<file path="src/rtl/mog_pkg.sv">
package mog_pkg;
  typedef enum logic [1:0] {
    K_READ   = 2'd0,
    K_WRITE  = 2'd1,
    K_FLUSH  = 2'd2,
    K_ATOMIC = 2'd3
  } kind_e;

  typedef enum logic [1:0] {
    C_UNORD = 2'd0,
    C_ACQ   = 2'd1,
    C_REL   = 2'd2,
    C_FENCE = 2'd3
  } class_e;

  function automatic logic is_barrier(input logic [1:0] cls);
    return (cls == C_ACQ) || (cls == C_FENCE);
  endfunction

  function automatic logic needs_drain(input logic [1:0] cls);
    return (cls == C_REL) || (cls == C_FENCE);
  endfunction
endpackage

</file>
<file path="src/rtl/mog_slot_table.sv">
module mog_slot_table #(
  parameter int NSLOT = 4,
  parameter int LW    = 27,
  localparam int TW   = (NSLOT > 1) ? $clog2(NSLOT) : 1
) (
  input  logic          clk,
  input  logic          rst_n,
  input  logic          alloc_en,
  input  logic [LW-1:0] alloc_line,
  input  logic          alloc_wr,
  input  logic          alloc_bar,
  input  logic          free_en,
  input  logic [TW-1:0] free_tag,
  input  logic [LW-1:0] query_line,
  output logic          hit_any,
  output logic          hit_wr,
  output logic [TW-1:0] free_slot,
  output logic          free_live,
  output logic          free_bar,
  output logic [NSLOT-1:0] slot_vld
);
  logic [LW-1:0] line_q [NSLOT];
  logic [NSLOT-1:0] wr_q;
  logic [NSLOT-1:0] bar_q;
  logic [NSLOT-1:0] match;

  for (genvar s = 0; s < NSLOT; s++) begin : g_slot
    always_ff @(posedge clk) begin
      if (!rst_n) begin
        slot_vld[s] <= 1'b0;
        wr_q[s]     <= 1'b0;
        bar_q[s]    <= 1'b0;
        line_q[s]   <= '0;
      end else begin
        if (free_en && free_tag == TW'(s)) slot_vld[s] <= 1'b0;
        if (alloc_en && free_slot == TW'(s)) begin
          slot_vld[s] <= 1'b1;
          wr_q[s]     <= alloc_wr;
          bar_q[s]    <= alloc_bar;
          line_q[s]   <= alloc_line;
        end
      end
    end
    assign match[s] = slot_vld[s] && (line_q[s] == query_line);
  end

  assign hit_any = |match;
  assign hit_wr  = |(match & wr_q);

  always_comb begin
    free_slot = '0;
    for (int s = NSLOT - 1; s >= 0; s--) begin
      if (!slot_vld[s]) free_slot = TW'(s);
    end
  end

  assign free_live = free_en && slot_vld[free_tag];
  assign free_bar  = bar_q[free_tag];
endmodule

</file>
<file path="src/rtl/mog_counters.sv">
module mog_counters #(
  parameter int NSLOT = 4,
  localparam int CW   = $clog2(NSLOT + 1)
) (
  input  logic          clk,
  input  logic          rst_n,
  input  logic          inc,
  input  logic          inc_bar,
  input  logic          dec,
  input  logic          dec_bar,
  output logic [CW-1:0] out_cnt,
  output logic [CW-1:0] bar_cnt,
  output logic          cnt_full,
  output logic          idle,
  output logic          bar_zero
);
  localparam logic [CW-1:0] CMAX = CW'(NSLOT);

  always_ff @(posedge clk) begin
    if (!rst_n) begin
      out_cnt <= '0;
      bar_cnt <= '0;
    end else begin
      if (inc && !dec && out_cnt != CMAX)        out_cnt <= out_cnt + 1'b1;
      else if (dec && !inc && out_cnt != '0)     out_cnt <= out_cnt - 1'b1;
      if (inc_bar && !dec_bar && bar_cnt != CMAX) bar_cnt <= bar_cnt + 1'b1;
      else if (dec_bar && !inc_bar && bar_cnt != '0) bar_cnt <= bar_cnt - 1'b1;
    end
  end

  assign cnt_full = (out_cnt == CMAX);
  assign idle     = (out_cnt == '0);
  assign bar_zero = (bar_cnt == '0);
endmodule

</file>
<file path="src/rtl/mog_rules.sv">
module mog_rules
  import mog_pkg::*;
(
  input  logic       cls_drain,
  input  logic       is_wr,
  input  logic       hit_any,
  input  logic       hit_wr,
  input  logic       idle,
  input  logic       bar_zero,
  input  logic       cnt_full,
  output logic       allow
);
  logic order_ok;
  logic hazard;

  always_comb begin
    order_ok = bar_zero && (!cls_drain || idle);
    hazard   = is_wr ? hit_any : hit_wr;
    allow    = order_ok && !hazard && !cnt_full;
  end
endmodule

</file>
<file path="src/rtl/mog_issue_gate.sv">
module mog_issue_gate
  import mog_pkg::*;
#(
  parameter int ADDR_W     = 32,
  parameter int NSLOT      = 4,
  parameter int LINE_BYTES = 32,
  localparam int TAG_W     = (NSLOT > 1) ? $clog2(NSLOT) : 1,
  localparam int OFF_W     = $clog2(LINE_BYTES),
  localparam int LW        = ADDR_W - OFF_W,
  localparam int CW        = $clog2(NSLOT + 1)
) (
  input  logic              clk,
  input  logic              rst_n,
  input  logic              req_valid,
  output logic              req_ready,
  input  logic [ADDR_W-1:0] req_addr,
  input  logic [1:0]        req_kind,
  input  logic [1:0]        req_class,
  output logic              iss_valid,
  input  logic              iss_ready,
  output logic [ADDR_W-1:0] iss_addr,
  output logic [1:0]        iss_kind,
  output logic [1:0]        iss_class,
  output logic              iss_lock,
  output logic [TAG_W-1:0]  iss_tag,
  input  logic              cpl_valid,
  input  logic [TAG_W-1:0]  cpl_tag
);
  logic             atomic_hi;
  logic             is_atomic;
  logic [1:0]       eff_kind;
  logic             is_wr;
  logic             fire;
  logic             allow;
  logic             hit_any, hit_wr;
  logic             free_live, free_bar;
  logic [TAG_W-1:0] free_slot;
  logic [NSLOT-1:0] slot_vld;
  logic [CW-1:0]    out_cnt, bar_cnt;
  logic             cnt_full, idle, bar_zero;
  logic [LW-1:0]    req_line;

  assign is_atomic = (req_kind == K_ATOMIC);
  assign eff_kind  = is_atomic ? (atomic_hi ? 2'(K_WRITE) : 2'(K_READ)) : req_kind;
  assign is_wr     = (eff_kind != 2'(K_READ));
  assign req_line  = req_addr[ADDR_W-1:OFF_W];

  mog_slot_table #(.NSLOT(NSLOT), .LW(LW)) u_table (
    .clk        (clk),
    .rst_n      (rst_n),
    .alloc_en   (fire),
    .alloc_line (req_line),
    .alloc_wr   (is_wr),
    .alloc_bar  (is_barrier(req_class)),
    .free_en    (cpl_valid),
    .free_tag   (cpl_tag),
    .query_line (req_line),
    .hit_any    (hit_any),
    .hit_wr     (hit_wr),
    .free_slot  (free_slot),
    .free_live  (free_live),
    .free_bar   (free_bar),
    .slot_vld   (slot_vld)
  );

  mog_counters #(.NSLOT(NSLOT)) u_cnt (
    .clk      (clk),
    .rst_n    (rst_n),
    .inc      (fire),
    .inc_bar  (fire && is_barrier(req_class)),
    .dec      (free_live),
    .dec_bar  (free_live && free_bar),
    .out_cnt  (out_cnt),
    .bar_cnt  (bar_cnt),
    .cnt_full (cnt_full),
    .idle     (idle),
    .bar_zero (bar_zero)
  );

  mog_rules u_rules (
    .cls_drain (needs_drain(req_class)),
    .is_wr     (is_wr),
    .hit_any   (hit_any),
    .hit_wr    (hit_wr),
    .idle      (idle),
    .bar_zero  (bar_zero),
    .cnt_full  (cnt_full),
    .allow     (allow)
  );

  assign iss_valid = req_valid && allow;
  assign fire      = iss_valid && iss_ready;
  assign req_ready = fire && (!is_atomic || atomic_hi);
  assign iss_addr  = req_addr;
  assign iss_kind  = eff_kind;
  assign iss_class = req_class;
  assign iss_lock  = req_valid && is_atomic;
  assign iss_tag   = free_slot;

  always_ff @(posedge clk) begin
    if (!rst_n) atomic_hi <= 1'b0;
    else if (fire && is_atomic) atomic_hi <= !atomic_hi;
  end
endmodule

</file>
<file path="config.mk">
export PLATFORM = sky130hd
export DESIGN_NAME = mog_issue_gate
export DESIGN_NICKNAME = d
export VERILOG_FILES = /design/src/rtl/mog_pkg.sv /design/src/rtl/mog_slot_table.sv /design/src/rtl/mog_counters.sv /design/src/rtl/mog_rules.sv /design/src/rtl/mog_issue_gate.sv
export SDC_FILE = /design/constraint.sdc
export NUM_CORES = 1
export LEC_CHECK = 0
export ABC_CLOCK_PERIOD_IN_PS = 8100
export BUFFER_PORTS_ARGS = -buffer_cell sky130_fd_sc_hd__clkbuf_2
export CAP_MARGIN = 40
export CORE_ASPECT_RATIO = 0.75
export CORE_MARGIN = 5
export CORE_UTILIZATION = 40
export DETAILED_ROUTE_END_ITERATION = 8
export GPL_TIMING_DRIVEN = 0
export PLACE_DENSITY = 0.61
export SLEW_MARGIN = 5
export SYNTH_ARGS = -nofsm -noshare
export SYNTH_HDL_FRONTEND = slang
export SYNTH_SLANG_ARGS = --single-unit
</file>
<file path="constraint.sdc">
create_clock -name clk -period 8.1 [get_ports clk]
set_clock_uncertainty 0.2 [all_clocks]
set_input_delay 0.405 -clock clk [delete_from_list [all_inputs] [get_ports clk]]
set_output_delay 0.405 -clock clk [all_outputs]
set_load 0.05 [all_outputs]
</file>
==> results.cfg <==
[run_status]
status = completed

[setup_path]
criticalPathCategory = reg -> reg
required_ps = 7880
startpoint_type = register
cp-end-kind = register
slowest_stage = nor4_1
crit_path_max_incr_delay_ps = 830
r2r_setup_slack_ps = 4140
crit_arrival_ps = 3750
cp_max_fo = 27
crit_chain = xor2_1, nor4_1, nand4_1, o32ai_4, a21boi_1, and3_1, nand2b_2
path_buf_inv = 0
cp_top_family = simple AND/OR/NAND/NOR gates

[route]
ant_nets = 0
num_vias = 4515
drt_pass1_iterations = 5
drt_iter0_drc = 477
drcViolationCount = 0
via_per_inst = 5.12
wl_per_cell_um = 19.3
wirelength_mm = 17.0

[synth]
synth_seq_area_share_pct = 52.5
syn_area_mm2 = 0.00690
ys_ff_latch = 127
yosys-top-cells-count = and2_1 (112), edfxtp_1 (108), xnor2_1 (58), xor2_1 (52), buf_4 (38)
async_reset_ff_share_pct = 0
syn_avg_cell_area_um2 = 11.9
syn_nets = 627
synth_warnings = 0
synth_top_area_share_pct = 47.0
synth_edf_count = 108
synth.top_cells.by_area = edfxtp_1 (47%), and2_1 (10%), xnor2_1 (7.4%)
synth_area_leader_cell = edfxtp_1
yosysUniqueCellTypes = 55
synth_cells = 582
synth-main-ff-cell = edfxtp_1
synth.most_common_cell = and2_1

[clock_network]
cts_buffer_depth = 2
htreeDepth = 4
cts_root_buf = clkbuf_16
path_clk_slew_ps = 50
cts-resized-gates = 0
postCtsHoldBufs = 0
insertion_delay_ps = 420
postCtsSetupRepairBufs = 0
cts_sinks = 127
cts_tree = built
numCtsBuffers = 17

[sta]
rsz0062_at_grt = no
final.setup.tns_ps = 0
slew_headroom_pct = 35.4
finalMaxSlewViolations = 0
fin_crit_sh_pct = 48.9
finalHoldViolCount = 0
min_period_ps = 3960
finalWorstSetupSlack_ps = 4140
worst_pin_slew_ps = 960
max_clock_freq_mhz = 252
setup_viol = 0

[placement]
dp_cells = 849
hpwl_mm = 12.1
gp_congestion = 0.797
port_buffers = 49
pre_cts_ws_ps = 4020

[final_layout]
fin_cells = 881
final_nets = 698
regArea_mm2 = 0.00362
fin_util_pct = 47.7
drive_above_1_share_pct = 24.5
multi_input_area_mm2 = 0.00276
diodes = 0
area_growth_pct = 16.6
fillCellCount = 1530

[floorplan]
core_area_mm2 = 0.0169
die_area_mm2 = 0.0200
die_h_um = 124
start_util_pct = 40.9
fp-row-count = 41
die_width_um = 162
ios = 84

[grt]
grt_usage_pct = 17.7
grt_pass1_wl_mm = 26.0
overflow = 0
antenna_found_initial = 0
grt_pass1_vias = 4522
grt_max_degree = 28

[pwr]
leakagePower_nw = 3.13
power_mw = 1.74
ir_drop_mv = 0.142
power_density_mw_per_mm2 = 216

[worst_hold_path]
hp-class = in -> reg

[flow_run]
cap_violations = 0
[worst paths after layout]
kind                                           start                     to  depth (start not counted)
worst max register to register  u_table.line_q[0][5]   u_table.line_q[2][1]                          7
worst min-delay path                    req_addr[18]  u_table.line_q[3][13]                          2
worst max-delay path            u_table.line_q[0][5]   u_table.line_q[2][1]                          7
worst min register to register      u_table.bar_q[3]       u_table.bar_q[3]                          2
[cells in the final DEF (no fill, tap or decap), drive strengths merged, types with 5 or more instances in the layout]
master	synthesis	layout
buf	67	70
inv	5	5
xnor2	59	59
clkinv	0	7
dfxtp	19	19
o21ai	6	6
xor2	52	52
nand2	11	11
mux2i	9	9
nor2	17	17
a21oi	6	6
and3	8	8
nor4	16	16
nand4	19	19
nor3	6	6
nand3	8	8
and2	112	112
edfxtp	108	108
clkbuf	10	82
[where the power goes]
group	switching [mW]	internal [mW]	total [mW]
sequential	0.0202	0.748	0.768
clock	0.273	0.447	0.720
combinational	0.158	0.0893	0.248
[through the flow]
| stage | cell area (µm²) | hold slack (ps) |
|---|---|---|
| finish | 8040 | 127 |
| global route | 8040 | 120 |
| CTS | 8040 | 114 |
| detailed placement | 7500 | 279 |
| global placement | 7410 | 269 |
| floorplan | 6900 | 255 |
[metal layers]
| layer | vias to the layer above | wire (µm) | GRT usage (%) |
|---|---|---|---|
| met1 | 2216 | 8080 | 25.4 |
| li1 | 2121 | - | - |
| met4 | 0 | 203 | 5.86 |
| met5 | - | 0 | 0 |
| met2 | 159 | 7540 | 26.8 |
| met3 | 19 | 1170 | 4.20 |
[area by class of cell]
class | count | area share, %
multi-input combinational | 373 | 34.3
sequential | 127 | 45.1
tap | 215 | 3.34
clock inverter | 9 | 1.15
inverter | 5 | 0.233
buffer | 77 | 6.52
clock buffer | 23 | 5.57
timing repair buffer | 52 | 3.83
[state kept, by name (all words and copies together), names as in the netlist]
name and cells:
u_table.line_q 108, u_cnt.bar_cnt 3, u_table.wr_q 4, u_cnt.out_cnt 3
atomic_hi 1, u_table.bar_q 4, u_table.slot_vld 4
[logic make-up after synthesis]
kind of cell | after synthesis | synth area share [%]
AO/OA/AOI/OAI | 32 | 3.59
XOR/XNOR | 111 | 14.2
adder cells (fa/ha/maj) | 2 | 0.580
buffers and inverters | 82 | 7.87
flip-flops | 127 | 52.5
multiplexers | 13 | 2.28
AND/OR/NAND/NOR | 215 | 19.0
Power figures use the tool's default switching activity.
